[config.mk]
export PLATFORM = sky130hd
export DESIGN_NAME = q15_vdot_mac
export DESIGN_NICKNAME = d
export VERILOG_FILES = /design/src/rtl/vmac_pkg.sv /design/src/rtl/q15_acc_narrow.sv /design/src/rtl/q15_lane_mul.sv /design/src/rtl/q15_lane_fold.sv /design/src/rtl/q15_vdot_mac.sv
export SDC_FILE = /design/constraint.sdc
export NUM_CORES = 2
export LEC_CHECK = 0
export ABC_CLOCK_PERIOD_IN_PS = 14860
export BUFFER_PORTS_ARGS = -buffer_cell sky130_fd_sc_hd__buf_2
export CAP_MARGIN = 20
export CORE_ASPECT_RATIO = 2
export CORE_UTILIZATION = 25
export CTS_CLUSTER_SIZE = 40
export DETAILED_ROUTE_END_ITERATION = 6
export SETUP_SLACK_MARGIN = 0.5
export SYNTH_ARGS = -nofsm -noshare
export SYNTH_HDL_FRONTEND = slang
export SYNTH_SLANG_ARGS = --single-unit
[constraint.sdc]
create_clock -name clk -period 14.86 [get_ports clk]
set_input_delay 0.743 -clock clk [delete_from_list [all_inputs] [get_ports clk]]
set_output_delay 0.743 -clock clk [all_outputs]
set_load 0.02 [all_outputs]
[src/rtl/vmac_pkg.sv]
// Shared sizes and types for the Q15 vector dot-product accumulator.
package vmac_pkg;
    localparam int SAMPLE_W = 16;   // bits per fractional sample
    localparam int LANE_N   = 4;    // samples per vector operand
    localparam int GUARD_W  = 8;    // extra accumulator bits in wide mode

    typedef enum logic {
        ACC_SAT32  = 1'b0,
        ACC_WIDE40 = 1'b1
    } acc_mode_e;

    typedef struct packed {
        logic      valid;
        logic      clear;
        acc_mode_e mode;
    } stage_ctrl_t;
endpackage

[src/rtl/q15_acc_narrow.sv]
// q15_acc_narrow: clamps a wide two's-complement accumulator to OUT_W bits.
// Assumes ACC_W > OUT_W. Purely combinational.
module q15_acc_narrow #(
    parameter int ACC_W = 40,
    parameter int OUT_W = 32
) (
    input  logic [ACC_W-1:0] acc,
    output logic [OUT_W-1:0] narrowed
);
    localparam logic [OUT_W-1:0] POS_LIM = {1'b0, {(OUT_W-1){1'b1}}};
    localparam logic [OUT_W-1:0] NEG_LIM = {1'b1, {(OUT_W-1){1'b0}}};
    localparam int HI_W = ACC_W - OUT_W + 1;

    logic [HI_W-1:0] hi;

    // Keep the low bits when all upper bits copy the sign, otherwise clamp.
    always_comb begin
        hi = acc[ACC_W-1:OUT_W-1];
        if (hi == '0 || hi == '1) narrowed = acc[OUT_W-1:0];
        else                      narrowed = acc[ACC_W-1] ? NEG_LIM : POS_LIM;
    end
endmodule

[src/rtl/q15_lane_mul.sv]
// q15_lane_mul: one lane's fractional multiply with doubling and the
// -1 x -1 clamp, registered as the first pipeline stage. A disabled lane
// registers zero and no clamp. Holds its value when ld is low.
module q15_lane_mul #(
    parameter int SAMPLE_W = 16,
    localparam int PROD_W  = 2 * SAMPLE_W
) (
    input  logic                clk,
    input  logic                rst_n,
    input  logic                ld,
    input  logic                en,
    input  logic [SAMPLE_W-1:0] a,
    input  logic [SAMPLE_W-1:0] b,
    output logic [PROD_W-1:0]   q_prod,
    output logic                q_sat
);
    localparam logic [PROD_W-1:0]   POS_LIM  = {1'b0, {(PROD_W-1){1'b1}}};
    localparam logic [PROD_W-1:0]   CORNER   = {2'b01, {(PROD_W-2){1'b0}}};
    localparam logic [SAMPLE_W-1:0] MINUS_ONE = {1'b1, {(SAMPLE_W-1){1'b0}}};

    logic [PROD_W-1:0] raw;
    logic [PROD_W-1:0] nxt_prod;
    logic              nxt_sat;

    // Signed product, doubled, with the single unrepresentable case clamped.
    always_comb begin
        raw      = PROD_W'(signed'(a)) * PROD_W'(signed'(b));
        nxt_sat  = en && (raw == CORNER);
        if (!en)         nxt_prod = '0;
        else if (nxt_sat) nxt_prod = POS_LIM;
        else             nxt_prod = raw << 1;
    end

    // Stage register for the lane result.
    always_ff @(posedge clk) begin
        if (!rst_n) begin
            q_prod <= '0;
            q_sat  <= 1'b0;
        end else if (ld) begin
            q_prod <= nxt_prod;
            q_sat  <= nxt_sat;
        end
    end

    a_r2_corner_clamp: assert property (@(posedge clk) disable iff (!rst_n)
        (ld && en && a == MINUS_ONE && b == MINUS_ONE) |=> (q_prod == POS_LIM && q_sat));

    a_r4_masked_zero: assert property (@(posedge clk) disable iff (!rst_n)
        (ld && !en) |=> (q_prod == '0 && !q_sat));
endmodule

[src/rtl/q15_lane_fold.sv]
// q15_lane_fold: folds the lane results into the accumulator. Saturating
// mode walks lanes 0..N-1 with a clamp after each add. Wide mode adds
// sign-extended results modulo 2^ACC_W. Purely combinational.
module q15_lane_fold #(
    parameter int LANE_N = 4,
    parameter int PROD_W = 32,
    parameter int ACC_W  = 40
) (
    input  logic [ACC_W-1:0]             acc_in,
    input  logic [LANE_N-1:0][PROD_W-1:0] prods,
    input  logic                          wide,
    input  logic                          clear,
    output logic [ACC_W-1:0]              acc_out,
    output logic                          add_ovf
);
    localparam logic [PROD_W-1:0] POS_LIM = {1'b0, {(PROD_W-1){1'b1}}};
    localparam logic [PROD_W-1:0] NEG_LIM = {1'b1, {(PROD_W-1){1'b0}}};

    // One saturating add; returns {overflow, result}.
    function automatic logic [PROD_W:0] sat_step(input logic [PROD_W-1:0] r,
                                                 input logic [PROD_W-1:0] p);
        logic [PROD_W-1:0] s;
        s = r + p;
        if (r[PROD_W-1] == p[PROD_W-1] && s[PROD_W-1] != r[PROD_W-1])
            return {1'b1, r[PROD_W-1] ? NEG_LIM : POS_LIM};
        return {1'b0, s};
    endfunction

    logic [ACC_W-1:0]  start;
    logic [PROD_W-1:0] start_n;
    logic [PROD_W-1:0] run;
    logic [ACC_W-1:0]  wide_sum;
    logic [PROD_W:0]   step;
    logic              sat_any;

    assign start = clear ? '0 : acc_in;

    q15_acc_narrow #(.ACC_W(ACC_W), .OUT_W(PROD_W)) u_start_narrow (
        .acc      (start),
        .narrowed (start_n)
    );

    // Lane-ordered reduction in both modes; the mode picks the result.
    always_comb begin
        run      = start_n;
        wide_sum = start;
        sat_any  = 1'b0;
        step     = '0;
        for (int i = 0; i < LANE_N; i++) begin
            wide_sum = wide_sum + ACC_W'(signed'(prods[i]));
            step     = sat_step(run, prods[i]);
            sat_any  = sat_any | step[PROD_W];
            run      = step[PROD_W-1:0];
        end
        if (wide) begin
            acc_out = wide_sum;
            add_ovf = 1'b0;
        end else begin
            acc_out = ACC_W'(signed'(run));
            add_ovf = sat_any;
        end
    end
endmodule

[src/rtl/q15_vdot_mac.sv]
// q15_vdot_mac: four-lane Q15 multiply and saturating dot-product
// accumulator. Stage 1 registers lane products; stage 2 updates the
// accumulator. Never stalls: in_ready is high whenever out of reset.
module q15_vdot_mac #(
    parameter int SAMPLE_W = vmac_pkg::SAMPLE_W,
    parameter int LANE_N   = vmac_pkg::LANE_N,
    parameter int GUARD_W  = vmac_pkg::GUARD_W,
    localparam int VEC_W   = SAMPLE_W * LANE_N,
    localparam int PROD_W  = 2 * SAMPLE_W,
    localparam int ACC_W   = PROD_W + GUARD_W
) (
    input  logic              clk,
    input  logic              rst_n,
    input  logic              in_valid,
    output logic              in_ready,
    input  logic [VEC_W-1:0]  in_a,
    input  logic [VEC_W-1:0]  in_b,
    input  logic [LANE_N-1:0] in_mask,
    input  logic              in_square,
    input  logic              in_wide,
    input  logic              in_clear,
    output logic              out_valid,
    output logic [PROD_W-1:0] out_sum,
    output logic [ACC_W-1:0]  out_acc,
    output logic              out_ovf
);
    import vmac_pkg::*;

    logic                         ready_q;
    logic                         take;
    stage_ctrl_t                  s1_q;
    logic [LANE_N-1:0][PROD_W-1:0] s1_prod;
    logic [LANE_N-1:0]            s1_sat;
    logic [ACC_W-1:0]             acc_q;
    logic [ACC_W-1:0]             acc_nxt;
    logic                         add_ovf;
    logic                         ovf_q;
    logic                         vld_q;

    assign take = in_valid && ready_q;

    // Ready comes up on the first edge after reset is released.
    always_ff @(posedge clk) begin
        if (!rst_n) ready_q <= 1'b0;
        else        ready_q <= 1'b1;
    end

    // Stage 1: one multiplier per lane.
    for (genvar g = 0; g < LANE_N; g++) begin : g_lane
        q15_lane_mul #(.SAMPLE_W(SAMPLE_W)) u_mul (
            .clk    (clk),
            .rst_n  (rst_n),
            .ld     (take),
            .en     (in_mask[g]),
            .a      (in_a[g*SAMPLE_W +: SAMPLE_W]),
            .b      (in_square ? in_a[g*SAMPLE_W +: SAMPLE_W]
                               : in_b[g*SAMPLE_W +: SAMPLE_W]),
            .q_prod (s1_prod[g]),
            .q_sat  (s1_sat[g])
        );
    end

    // Stage 1 control travelling with the products.
    always_ff @(posedge clk) begin
        if (!rst_n) begin
            s1_q <= '{valid: 1'b0, clear: 1'b0, mode: ACC_SAT32};
        end else begin
            s1_q.valid <= take;
            if (take) begin
                s1_q.clear <= in_clear;
                s1_q.mode  <= acc_mode_e'(in_wide);
            end
        end
    end

    q15_lane_fold #(.LANE_N(LANE_N), .PROD_W(PROD_W), .ACC_W(ACC_W)) u_fold (
        .acc_in  (acc_q),
        .prods   (s1_prod),
        .wide    (s1_q.mode == ACC_WIDE40),
        .clear   (s1_q.clear),
        .acc_out (acc_nxt),
        .add_ovf (add_ovf)
    );

    // Stage 2: accumulator, sticky flag and output strobe.
    always_ff @(posedge clk) begin
        if (!rst_n) begin
            acc_q <= '0;
            ovf_q <= 1'b0;
            vld_q <= 1'b0;
        end else begin
            vld_q <= s1_q.valid;
            if (s1_q.valid) begin
                acc_q <= acc_nxt;
                ovf_q <= (ovf_q && !s1_q.clear) || (|s1_sat) || add_ovf;
            end
        end
    end

    q15_acc_narrow #(.ACC_W(ACC_W), .OUT_W(PROD_W)) u_out_narrow (
        .acc      (acc_q),
        .narrowed (out_sum)
    );

    assign in_ready  = ready_q;
    assign out_valid = vld_q;
    assign out_acc   = acc_q;
    assign out_ovf   = ovf_q;

    a_r8_latency: assert property (@(posedge clk) disable iff (!rst_n)
        (in_valid && in_ready) |-> ##2 out_valid);

    a_r9_sticky_hold: assert property (@(posedge clk) disable iff (!rst_n)
        (out_ovf && !(s1_q.valid && s1_q.clear)) |=> out_ovf);

    a_r3_sat_range: assert property (@(posedge clk) disable iff (!rst_n)
        (s1_q.valid && s1_q.mode == ACC_SAT32) |=>
        (acc_q[ACC_W-1:PROD_W-1] == '0 || acc_q[ACC_W-1:PROD_W-1] == '1));

    a_r6_clear_flag: assert property (@(posedge clk) disable iff (!rst_n)
        (s1_q.valid && s1_q.clear && s1_sat == '0 && !add_ovf) |=> !out_ovf);

    a_r5_wide_no_flag: assert property (@(posedge clk) disable iff (!rst_n)
        (s1_q.valid && s1_q.mode == ACC_WIDE40) |-> !add_ovf);
endmodule

==> results.md <==
* DR pass1 iterations at 7
* Slowest-stage cell, CP: a21oi_1
* Syn Area/Cell at 8.74 um^2
* Syn nets at 8,543
* Post-Route WL at 204,000 um
* Netlist cell types at 90
* Cell taking the most area after synthesis: fa_1
* Area fraction of the dominant cell type after synthesis at 39.2%
* Post-DRT Antenna Nets at 0
* #FFs+latches synth at 174
* Clk Latency, worst-skew pair at 0.51 ns
* Worst min-delay path class: flop to flop
* Antenna violations before repair at 44
* GRT overflow at 0
* Root Driver: clkbuf_16
* F_max at 0.0747 GHz
* Seq/Total Area, Yosys at 5.91%
* CTS Buf Count at 17
* Clk buf depth at 2
* Post-route insts no fill at 9,861
* Die Wd at 345 um
* CP startpoint kind: flop
* Vias at 47,900
* Most used DFF post-synth: dfxtp_1
* Initial DRC count at 2,241
* DRC viols at 1
* Core area at 234,000 um^2
* RSZ-0062 raised after global routing: no
* CP peak stage delay at 0.50 ns
* Starting Density at 25.2%
* Commonest non-fill, non-tap cells in the layout: 1,217 x inv_1, 1,155 x fa_1, 817 x nand2_1
* Placed Instances at 9,818
* Rows at 251
* Crit path max fanout at 32
* Chip height at 689 um
* Largest net degree at the start of global routing at 87
* Failing checks: DRC
* Hpwl dp at 178,000 um
* Hold WS at 0.534 ns
* Max-slew violation count at 0
* Overall Global Routing Usage at 17.3%
* WP data required at 15.26 ns
* CTS tree: done
* Nets at 8,599
* Avg WL per Cell at 20.7 um
* Slew margin rel. at 9.45%
* Fin crit period at 13.39 ns
* Crit end category: flop
* Post-Syn Area at 58,900 um^2
* Slew @ Worst Pin at 1.32 ns
* Total die area at 238,000 um^2
* Vias in the first global route at 53,000
* H-tree levels at 4
* Status: complete, but fails checks
* Num Clock Sinks at 174
* Final Hold Viols at 0
* Post-synth ARST share at 0%
* # port buffers at 212
* MaxCap Viol Count at 0
* # IOs at 213
* CP arrival at 13.79 ns
* Via density at 4.85
* Final setup vio count at 0
* Layout cell share with drive strength beyond 1 at 7.38%
* Number of synthesized flops with an enable pin at 0
* Area Growth Syn to Fin at 8.87%
* Ys Warns at 0
* Most common cell after layout, fill and taps aside: inv_1
* Final period utilization at 90.1%
* Skew final at 0.0194 ns
* Most used cell, CP: o21ai_0
* Clock transition at the registers of the reported paths at 0.08 ns
* Synth top area cells: fa_1 39%, ha_1 11%, inv_1 7.8%, dfxtp_1 5.9%, nand2_1 5.2%
* Global-route wire length before repair at 313,000 um
* Post-Syn Instances at 6,745
* Hold buffer count at cts at 0
* Gpl congestion at 0.979
* Setup CP Type: flop to flop
* Setup tns final at 0 ns
-- layer usage --
layer / vias to the layer above / GRT usage [%] / wire length, um
met1: 24300 / 17.2 / 70700
met3: 505 / 2.43 / 8470
met2: 1253 / 33.0 / 109000
met5: - / 0 / 252
li1: 21800 / - / -
met4: 42 / 11.4 / 15800
-- state kept, by name, indices dropped and copies added (netlist names) --
signal,count
g_lane.u_mul.q_prod,128
out_acc,40
s1_q,3
in_ready,1
out_ovf,1
out_valid,1
-- path summary, 6_finish.rpt --
| check | from | endpoint | slack (ns) | cells past startpoint |
|---|---|---|---|---|
| min | out_acc[17]$_SDFFE_PN0P_ | out_acc[17]$_SDFFE_PN0P_ | 0.53 | 2 |
| max | out_acc[35]$_SDFFE_PN0P_ | out_acc[30]$_SDFFE_PN0P_ | 1.47 | 48 |
| max reg2reg | out_acc[35]$_SDFFE_PN0P_ | out_acc[30]$_SDFFE_PN0P_ | 1.47 | 48 |
| min reg2reg | out_acc[17]$_SDFFE_PN0P_ | out_acc[17]$_SDFFE_PN0P_ | 0.53 | 2 |
-- cell usage after synthesis (99+ instances only) --
cell and number:
nor2_1 162, o21ai_0 203, and2_1 243, fa_1 1155
a21oi_1 336, clkbuf_1 253, ha_1 505, inv_1 1217
a22oi_1 99, nand2_1 817, xnor2_1 165, a21o_1 130
dfxtp_1 174, nor2b_1 214
-- logic make-up after synthesis --
group / after synthesis / synth area share [%]
buf+inv: 1480 / 9.47
flops: 174 / 5.91
simple gates: 1874 / 15.7
compound gates: 1217 / 13.6
mux: 81 / 1.49
xor+xnor: 256 / 3.80
fa+ha+maj: 1663 / 50.0
-- worst max-delay path, delay by kind of cell (launching register included) --
| kind | cells | cell delay (ns) |
|---|---|---|
| AO/OA/AOI/OAI | 29 | 7.66 |
| buffers and inverters | 3 | 0.76 |
| flip-flops | 1 | 0.35 |
| adder cells (fa/ha/maj) | 6 | 2.12 |
| XOR/XNOR | 1 | 0.14 |
| AND/OR/NAND/NOR | 9 | 2.14 |
-- stage by stage --
step / cell area, um^2 / utilization, % / worst slack, ns
4_1_cts: 64100 / 27.4 / 1.37
3_5_place_dp: 63500 / 27.1 / 1.40
3_3_place_gp: 63500 / 27.1 / 1.41
5_1_grt: 64100 / 27.4 / 0.525
2_1_floorplan: 58900 / - / 3.15
6_report: 64200 / 27.4 / 1.47
-- area by class of cell --
class	instances	area, um^2
timing repair buffer	300	1750
fill	24900	170000
multi-input combinational	5091	49900
inverter	1217	4570
sequential	174	3480
antenna	11	27.5
clock inverter	14	193
tap	3036	3800
clock buffer	18	439
-- what timing repair did --
action | CTS | global route
buffers inserted | 0 | 0
setup endpoints to repair | 0 | 1
gates resized for setup | 0 | 2
Power is left out: the tool's default activity adds up to more than one toggle a clock period on the data nets, which glitch-free logic cannot reach.
